## src/rtl/search_step_pkg.sv

```systemverilog
// Shared types for the search step unit.
// Assumes: one step at a time; phase encoding is private to the unit.
package search_step_pkg;
    localparam int STAT_W = 3;

    typedef enum logic [2:0] {
        PH_IDLE   = 3'd0,
        PH_RD_ID  = 3'd1,
        PH_RD_CMP = 3'd2,
        PH_WR     = 3'd3,
        PH_DONE   = 3'd4
    } phase_t;

    // Status layout: {branch taken, complement bit, address bit}
    typedef struct packed {
        logic dir;
        logic cmp;
        logic id;
    } stat_t;

    localparam stat_t STAT_ABORT = '{dir: 1'b0, cmp: 1'b1, id: 1'b1};
endpackage

```

## src/rtl/search_step_decide.sv

```systemverilog
// Branch decision for one search step.
// Does: flags the both-ones abort and picks the branch from the bit pair.
// Assumes: inputs are valid whenever the sequencer consumes the outputs.
module search_step_decide (
    input  logic id_bit,
    input  logic cmp_bit,
    input  logic pref_bit,
    output logic abort,
    output logic dir_take
);
    // Purpose: decide abort and branch from the sampled pair.
    always_comb begin
        abort    = id_bit & cmp_bit;
        dir_take = (id_bit ^ cmp_bit) ? id_bit : pref_bit;
    end
endmodule

```

## src/rtl/search_step_seq.sv

```systemverilog
// Sequencer for one search step: read, read, optional write, done.
// Does: latches the preferred bit, captures the two read bits and stores the status.
// Assumes: slot_ack is only meaningful while a slot is being requested.
module search_step_seq
    import search_step_pkg::*;
(
    input  logic   clk,
    input  logic   rst_n,
    input  logic   start,
    input  logic   dir_in,
    input  logic   slot_ack,
    input  logic   slot_rbit,
    input  logic   abort,
    input  logic   dir_take,
    output phase_t phase,
    output logic   id_q,
    output logic   pref_q,
    output logic   wdir_q,
    output stat_t  status_q,
    output logic   err_q
);
    logic cmp_q;

    // Purpose: step the phase machine and capture bits and status.
    always_ff @(posedge clk) begin
        if (!rst_n) begin
            phase    <= PH_IDLE;
            id_q     <= 1'b0;
            cmp_q    <= 1'b0;
            pref_q   <= 1'b0;
            wdir_q   <= 1'b0;
            status_q <= '0;
            err_q    <= 1'b0;
        end else begin
            case (phase)
                PH_IDLE: if (start) begin
                    pref_q <= dir_in;
                    phase  <= PH_RD_ID;
                end
                PH_RD_ID: if (slot_ack) begin
                    id_q  <= slot_rbit;
                    phase <= PH_RD_CMP;
                end
                PH_RD_CMP: if (slot_ack) begin
                    cmp_q <= slot_rbit;
                    if (abort) begin
                        status_q <= STAT_ABORT;
                        err_q    <= 1'b1;
                        phase    <= PH_DONE;
                    end else begin
                        wdir_q <= dir_take;
                        phase  <= PH_WR;
                    end
                end
                PH_WR: if (slot_ack) begin
                    status_q <= '{dir: wdir_q, cmp: cmp_q, id: id_q};
                    err_q    <= 1'b0;
                    phase    <= PH_DONE;
                end
                PH_DONE: phase <= PH_IDLE;
                default: phase <= PH_IDLE;
            endcase
        end
    end

    AST_ERR_SKIPS_WRITE: assert property (@(posedge clk) disable iff (!rst_n)
        (phase == PH_RD_CMP && slot_ack && id_q && slot_rbit) |=> (phase == PH_DONE));
    AST_START_IGNORED: assert property (@(posedge clk) disable iff (!rst_n)
        (phase != PH_IDLE) |=> $stable(pref_q));
    AST_WBIT_HELD: assert property (@(posedge clk) disable iff (!rst_n)
        (phase == PH_WR && !slot_ack) |=> (phase == PH_WR && $stable(wdir_q)));
endmodule

```

## src/rtl/search_step.sv

```systemverilog
// Top of the search step unit.
// Does: one address-search decision using two read slots and one write slot.
// Assumes: the slot master pulses slot_ack for one cycle per requested slot.
module search_step
    import search_step_pkg::*;
(
    input  logic              clk,
    input  logic              rst_n,
    input  logic              start,
    input  logic              dir_in,
    output logic              busy,
    output logic              done,
    output logic [STAT_W-1:0] status,
    output logic              err,
    output logic              slot_req,
    output logic              slot_write,
    output logic              slot_wbit,
    input  logic              slot_ack,
    input  logic              slot_rbit
);
    phase_t phase;
    logic   id_q, pref_q, wdir_q, err_q, abort, dir_take;
    stat_t  status_q;

    search_step_decide u_decide (
        .id_bit   (id_q),
        .cmp_bit  (slot_rbit),
        .pref_bit (pref_q),
        .abort    (abort),
        .dir_take (dir_take)
    );

    search_step_seq u_seq (
        .clk       (clk),
        .rst_n     (rst_n),
        .start     (start),
        .dir_in    (dir_in),
        .slot_ack  (slot_ack),
        .slot_rbit (slot_rbit),
        .abort     (abort),
        .dir_take  (dir_take),
        .phase     (phase),
        .id_q      (id_q),
        .pref_q    (pref_q),
        .wdir_q    (wdir_q),
        .status_q  (status_q),
        .err_q     (err_q)
    );

    // Purpose: decode the phase into the handshake and status outputs.
    always_comb begin
        busy       = (phase != PH_IDLE);
        done       = (phase == PH_DONE);
        slot_req   = (phase == PH_RD_ID) || (phase == PH_RD_CMP) || (phase == PH_WR);
        slot_write = (phase == PH_WR);
        slot_wbit  = wdir_q;
        status     = status_q;
        err        = done && err_q;
    end

    AST_DONE_PULSE: assert property (@(posedge clk) disable iff (!rst_n)
        done |=> !done);
    AST_ERR_CODE: assert property (@(posedge clk) disable iff (!rst_n)
        done |-> (err == (status[1:0] == 2'b11)));
    AST_SINGLE_DIR: assert property (@(posedge clk) disable iff (!rst_n)
        (done && (status[0] ^ status[1])) |-> (status[2] == status[0]));
    AST_ACK_IDLE: assert property (@(posedge clk) disable iff (!rst_n)
        (!busy && !start) |=> !busy);
endmodule

```

## config.mk

```make
export PLATFORM = sky130hd
export DESIGN_NAME = search_step
export DESIGN_NICKNAME = d
export VERILOG_FILES = /design/src/rtl/search_step_pkg.sv /design/src/rtl/search_step_decide.sv /design/src/rtl/search_step_seq.sv /design/src/rtl/search_step.sv
export SDC_FILE = /design/constraint.sdc
export NUM_CORES = 1
export LEC_CHECK = 0
export BUFFER_PORTS_ARGS = -buffer_cell sky130_fd_sc_hd__buf_2
export CAP_MARGIN = 15
export CORE_AREA = 10 10 47 49
export CTS_CLUSTER_SIZE = 24
export DETAILED_ROUTE_END_ITERATION = 7
export DIE_AREA = 0 0 57 59
export GPL_ROUTABILITY_DRIVEN = 0
export PLACE_DENSITY = 0.68
export SKIP_LAST_GASP = 1
export SYNTH_ARGS = -nofsm -noshare
export SYNTH_HDL_FRONTEND = slang
export SYNTH_SLANG_ARGS = --single-unit
```

## constraint.sdc

```tcl
create_clock -name clk -period 1.3 [get_ports clk]
set_input_delay 0.065 -clock clk [delete_from_list [all_inputs] [get_ports clk]]
set_output_delay 0.065 -clock clk [all_outputs]
set_load 0.05 [all_outputs]
```

==> out/results.tsv, run 1 <==
metric	value	unit
Max-Cap Viols	0	
R2R depth	4	
Hold EP	u_seq.pref_q$_SDFFE_PN0P_	
setup TNS	0	ps
reg2reg start	u_seq.id_q$_SDFFE_PN0P_	
number of synthesized flops with an enable pin	0	
crit path max fanout	7	
Worst Hold Class	in -> reg	
hold path depth	2	
Synth Area per Inst	9.84	um2
peak supply drop	0.000614	V
largest area contributor in the netlist	dfxtp_1	
Seq/Total Area, Yosys	37.9	%
clock-pin slew on the worst setup and hold paths	70	ps
Synth Warn #	0	
# setup viols final	0	
ANT nets after route	0	
routed len/inst	13.7	um
Setup crit start kind	register	
CTS Buf Count	3	
fin nets	84	
Pwr per Cell Area	1060	nW/um2
Max Freq	814	MHz
hold buffer count at cts	0	
RSZ-0062 raised after global routing	no	
hold_sp	dir_in	
Post-Synthesis Cells	59	
core area	1400	um2
Leak Pwr	0.327	nW
RR Endpoint	u_seq.status_q[0]$_SDFFE_PN0P_	
final worst clock skew	4.64	ps
FF-to-FF setup slack	160	ps
port bufs	14	
H-Tree Depth	1	
most frequent cell after synthesis	dfxtp_1	
Final Max Tran Viols	0	
Yosys reg bits	11	
Initial DRT Pass Iterations	2	
Max Root-Sink Buffers	2	
pin count of the biggest net entering global routing	13	
vias after detailed routing	493	
GRT Overall Usage	7.93	%
Period Utilization, post-route	94.5	%
layout cell share with drive strength beyond 1	43.4	%
root buffer cell	clkbuf_4	
Non-Filler Instances	92	
Die Y-Extent	59	um
Layout area overhead	23.7	%
clk sinks	11	
Crit path required time	1240	ps
post-synthesis async set-or-reset flop share	0	%
Worst setup EP type	output pin	
first-pass GRT wire length	2220	um
Yosys cell types	30	
DP Cell Count	88	
Horiz. Die Dim	57	um
mapped cell area	581	um2
WS Path Type	reg -> out	
Antenna Cells	0	
Min Hold Slack	15.0	ps
vias in the first global route	505	
Final Hold Viols	0	
Synth top area share	37.9	%
Die ar.	3360	um2
Post-Route WL	1260	um
post-route minimum period	1230	ps
total congestion overflow	0	
Slew Limit Headroom	80.9	%
Commonest cells post-synth	dfxtp_1 (11), nand2_1 (9), nor2_1 (5)	
initial antenna violation count	0	
Critical Path AT	1160	ps
IO Pins	15	
Initial Util	41.4	%
CP Cell Sequence	inv_2, and3_1, buf_2	
crit path max-delay cell type	dfxtp_2	
syn_nets	66	
Core Util, Final	51.2	%
DR DRC count	0	
Rows	14	
CTS tree	done	
DRT iter0 DRCs	1	
DR vias/cell	5.36	
HPWL Detailed	920	um
dominant cells by area after synthesis	dfxtp_1 (38%), nand2_1 (5.8%), nor4b_4 (4.1%), buf_6 (3.9%), o221a_1 (3.9%)	
outcome	finished clean	
worst slew pin tran	283	ps
Main synth FF type	dfxtp_1	
Skew-Pair Late Insertion Delay	270	ps
max incr delay on CP	430	ps
-- worst max-delay path, delay by kind of cell, from the launching register on --
| family | cells | cell delay, ps |
|---|---|---|
| buf+inv | 2 | 290 |
| flops | 1 | 430 |
| simple gates | 1 | 180 |
-- metal layers --
layer,GRT usage [%],up-vias,routed length [um]
met2,11.5,14,568
met1,9.48,225,587
met4,1.01,0,0
met5,0,-,0
li1,-,254,-
met3,5.79,0,108
-- final cells by class --
class,count,area [um2]
tap,16,20.0
inverter,2,7.51
multi-input combinational,42,338
timing repair buffer,17,97.6
clock buffer,4,26.3
fill,146,683
sequential,11,229
-- cell families (layout without fill, tap and decap cells) --
| kind of cell | count (synthesis) | count (layout) | synth area share (%) |
|---|---|---|---|
| simple gates | 27 | 27 | 32.1 |
| mux | 3 | 3 | 5.39 |
| fa+ha+maj | 1 | 1 | 2.15 |
| compound gates | 11 | 11 | 15.5 |
| buf+inv | 6 | 23 | 6.90 |
| flops | 11 | 11 | 37.9 |
-- layout by cell type (no fill, tap or decap), types with 2 or more instances in the layout --
master,instances
nor2b_1,2
nor2_1,2
dfxtp_4,2
mux2i_1,2
nand2_1,9
buf_4,4
buf_2,12
nor2_2,2
dfxtp_1,8
and3_1,2
clkbuf_4,4
o221a_1,2
-- flip-flops by register name, indices dropped and copies added (netlist names) --
register and count:
u_seq.cmp_q 1, u_seq.status_q 3, u_seq.wdir_q 1, u_seq.pref_q 1
u_seq.id_q 1, u_seq.err_q 1, u_seq.phase 3
-- repair_timing --
item	in CTS	in global routing
hold endpoints to repair	0	0
buffers inserted	0	0
setup endpoints to repair	6	7
resized for setup	5	5
-- power by group --
| part | internal [W] | switching, W | total, W |
|---|---|---|---|
| logic | 0.0000572 | 0.0000935 | 0.000151 |
| clock network | 0.000119 | 0.000113 | 0.000232 |
| registers | 0.000349 | 0.0000290 | 0.000378 |
| total | 0.000525 | 0.000235 | 0.000761 |
-- stage by stage --
step	instance area, um2	worst slack (ps)	total power, W
2_1_floorplan	588	33.7	0.000497
3_3_place_gp	668	59.8	0.000526
3_5_place_dp	668	14.5	0.000530
4_1_cts	703	-18.2	0.000764
5_1_grt	718	9.92	0.000808
6_report	718	70.9	0.000761
-- worst max-delay path by stage --
stage,cells after the start,slack (ps),start,to
floorplan,3,30,u_seq.phase[2]$_SDFFE_PN0P_,done
global placement,3,60,u_seq.phase[1]$_SDFFE_PN0P_,u_seq.cmp_q$_SDFFE_PN0P_
detailed placement,3,10,u_seq.phase[1]$_SDFFE_PN0P_,u_seq.cmp_q$_SDFFE_PN0P_
CTS,3,-20,u_seq.phase[0]$_SDFFE_PN0P_,err
global route,3,10,u_seq.phase[0]$_SDFFE_PN0P_,err
finish,3,70,u_seq.phase[2]$_SDFFE_PN0P_,slot_write
(Power assumes the default switching activity.)
==> inputs of run 2 (changes only) <==
Settings changed: CORE_AREA 10 10 47 49 to unset, CORE_MARGIN set to 10, CORE_UTILIZATION set to 44, DIE_AREA 0 0 57 59 to unset, PLACE_DENSITY 0.68 to unset, PLACE_DENSITY_LB_ADDON set to 0.05, SYNTH_HIERARCHICAL set to 1.
Clock period 1.3 ns to 1.07 ns, I/O delays scaled along.
==> run 2 against run 1 <==
The flow now finishes with violations (setup timing). Cell count grew 6.5%. Combinational power increased by 110%. Clock skew up 1.6 ps. Via count increased by 8.1%. Largest cell class unchanged.
==> out/results.tsv, run 2 <==
metric	value	unit
outcome	complete, but fails checks	
violated checks	setup timing	
reg2reg start	u_seq/phase[0]$_SDFFE_PN0P_	
hold path depth	3	
total power draw	0.00105	W
syn_nets	62	
Seq/Total Area, Yosys	36.2	%
Initial DRT Pass Iterations	4	
clk sinks	11	
DR DRC count	0	
crit path max fanout	4	
post-synthesis compound-gate area fraction	19.1	%
most common cell after layout, fill and taps aside	buf_4	
DR vias/cell	5.44	
routed len/inst	14.6	um
Worst setup EP type	output pin	
Critical Path AT	1250	ps
H-Tree Depth	1	
Hold EP	u_seq/pref_q$_SDFFE_PN0P_	
Synth top area share	36.2	%
first-pass GRT wire length	2300	um
Synth Warn #	6	
Die ar.	3270	um2
hold buffer count at cts	0	
initial antenna violation count	0	
Yosys cell types	35	
port bufs	14	
WS Path Type	reg -> out	
Leak Pwr	0.403	nW
total congestion overflow	0	
IO Pins	15	
crit path max-delay cell type	dfxtp_4	
DRT iter0 DRCs	6	
Max Root-Sink Buffers	2	
mapped cell area	608	um2
Rows	13	
max incr delay on CP	350	ps
layout cell share with drive strength beyond 1	63.9	%
core area	1300	um2
Yosys reg bits	11	
Min Hold Slack	31.7	ps
CTS tree	done	
most frequent cell after synthesis	dfxtp_1	
Period Utilization, post-route	122	%
RSZ-0062 raised after global routing	yes	
post-synthesis adder-cell area fraction	2.06	%
hold_sp	dir_in	
Die Y-Extent	57.2	um
Skew-Pair Late Insertion Delay	270	ps
largest family of logic cells by synthesized area	simple AND/OR/NAND/NOR gates	
Multi-input gate area	420	um2
largest area contributor in the netlist	dfxtp_1	
HPWL Detailed	945	um
Max-Cap Viols	0	
met1 usage in global routing	10.4	%
most frequent cells in the layout	buf_4 (10), buf_2 (9), dfxtp_1 (7)	
dominant cells by area after synthesis	dfxtp_1 (36%), mux2i_1 (4.9%), buf_6 (3.7%), o221a_1 (3.7%), nand3b_4 (3.3%)	
root buffer cell	clkbuf_4	
worst slack at placement	-59.0	ps
CTS Buf Count	3	
Register Area	233	um2
vias in the first global route	501	
Initial Util	46.7	%
Final Hold Viols	0	
Layout area overhead	53.7	%
ANT nets after route	0	
Post-Route WL	1430	um
GRT Overall Usage	8.69	%
CP Cell Sequence	buf_12, or3_4, buf_6	
vias after detailed routing	533	
post-synthesis async set-or-reset flop share	0	%
worst slew pin tran	237	ps
mux contribution to synthesized area	7.41	%
# fillers	103	
Main synth FF type	dfxtp_1	
FF-to-FF setup slack	-90	ps
pin count of the biggest net entering global routing	14	
Crit path required time	1020	ps
top flop regs	u_seq/phase (3), u_seq/status_q (3)	
number of synthesized flops with an enable pin	0	
Antenna Cells	0	
peak supply drop	0.000866	V
Commonest cells post-synth	dfxtp_1 (11), nand2_1 (4), mux2i_1 (3), nor2b_1 (3)	
fin nets	91	
RR Endpoint	u_seq/wdir_q$_SDFFE_PN0P_	
Setup crit start kind	register	
R2R depth	4	
simple-gate share of the synthesized area	30.0	%
final worst clock skew	6.21	ps
Synth Area in XOR/XNOR	0	%
post-route minimum period	1310	ps
Final Max Tran Viols	0	
clock-pin slew on the worst setup and hold paths	80	ps
met3 Usage GRT	3.76	%
Horiz. Die Dim	57.2	um
Worst Hold Class	in -> reg	
Slew Limit Headroom	84.0	%
# setup viols final	14	
GR peak layer	met2	
setup slack after layout	-237	ps
Max Freq	765	MHz
Pwr per Cell Area	1120	nW/um2
GR Util met2	13.5	%
Synth Area per Inst	11.1	um2
Post-Synthesis Cells	55	
-- run 2: cell type report --
class / instances / share of cell area [%]
timing repair buffer: 27 / 24.8
inverter: 1 / 0.402
sequential: 11 / 24.9
multi-input combinational: 40 / 45.0
clock buffer: 3 / 2.41
clock inverter: 1 / 0.535
tap: 15 / 2.01
-- run 2: kinds of logic (layout without fill, tap and decap cells) --
group                    Yosys count  in the layout
multiplexers                       4              4
adder cells (fa/ha/maj)            1              1
AND/OR/NAND/NOR                   23             23
flip-flops                        11             11
buffers and inverters              4             32
AO/OA/AOI/OAI                     12             12
-- run 2: metal layers --
metal / part of all wire, % / vias to the layer above
met3: 8.2 / 0
li1: - / 266
met2: 49 / 19
met4: 0 / 0
met1: 43 / 248
met5: 0 / -
-- run 2: timing repair --
item | CTS | global route
resized for setup | 14 | 9
pin swaps | 2 | 4
endpoints found under the setup margin | 11 | 16
buffers inserted | 7 | 0
-- run 2: worst max-delay path, delay by kind of cell, from the launching register on --
family,cells,cell delay [ps]
flops,1,350
buf+inv,2,280
simple gates,1,350
-- run 2: metrics by stage --
step | cell area [um2] | TNS (ps) | utilization [%] | std cells
finish | 935 | -1550 | 71.8 | 98
global route | 935 | -2330 | 71.8 | 98
CTS | 895 | -1460 | 68.8 | 98
detailed placement | 753 | -221 | 57.9 | 87
global placement | 753 | -117 | 57.9 | 87
floorplan | 634 | -111 | - | 55
-- run 2: power by group --
group / total (W) / switching, W / internal (W)
clock: 0.000293 / 0.000155 / 0.000138
combinational: 0.000317 / 0.000160 / 0.000157
sequential: 0.000440 / 0.0000178 / 0.000422
total: 0.00105 / 0.000332 / 0.000718
-- run 2: worst max-delay path by stage --
| stage | end | cells after the start | start | slack [ps] |
|---|---|---|---|---|
| CTS | busy | 3 | u_seq/phase[1]$_SDFFE_PN0P_ | -240 |
| finish | busy | 3 | u_seq/phase[1]$_SDFFE_PN0P_ | -240 |
| global placement | u_seq/pref_q$_SDFFE_PN0P_ | 3 | u_seq/phase[0]$_SDFFE_PN0P_ | -40 |
| global route | done | 4 | u_seq/phase[1]$_SDFFE_PN0P_ | -290 |
| floorplan | done | 1 | u_seq/phase[2]$_SDFFE_PN0P_ | -80 |
| detailed placement | u_seq/status_q[0]$_SDFFE_PN0P_ | 3 | u_seq/phase[2]$_SDFFE_PN0P_ | -60 |
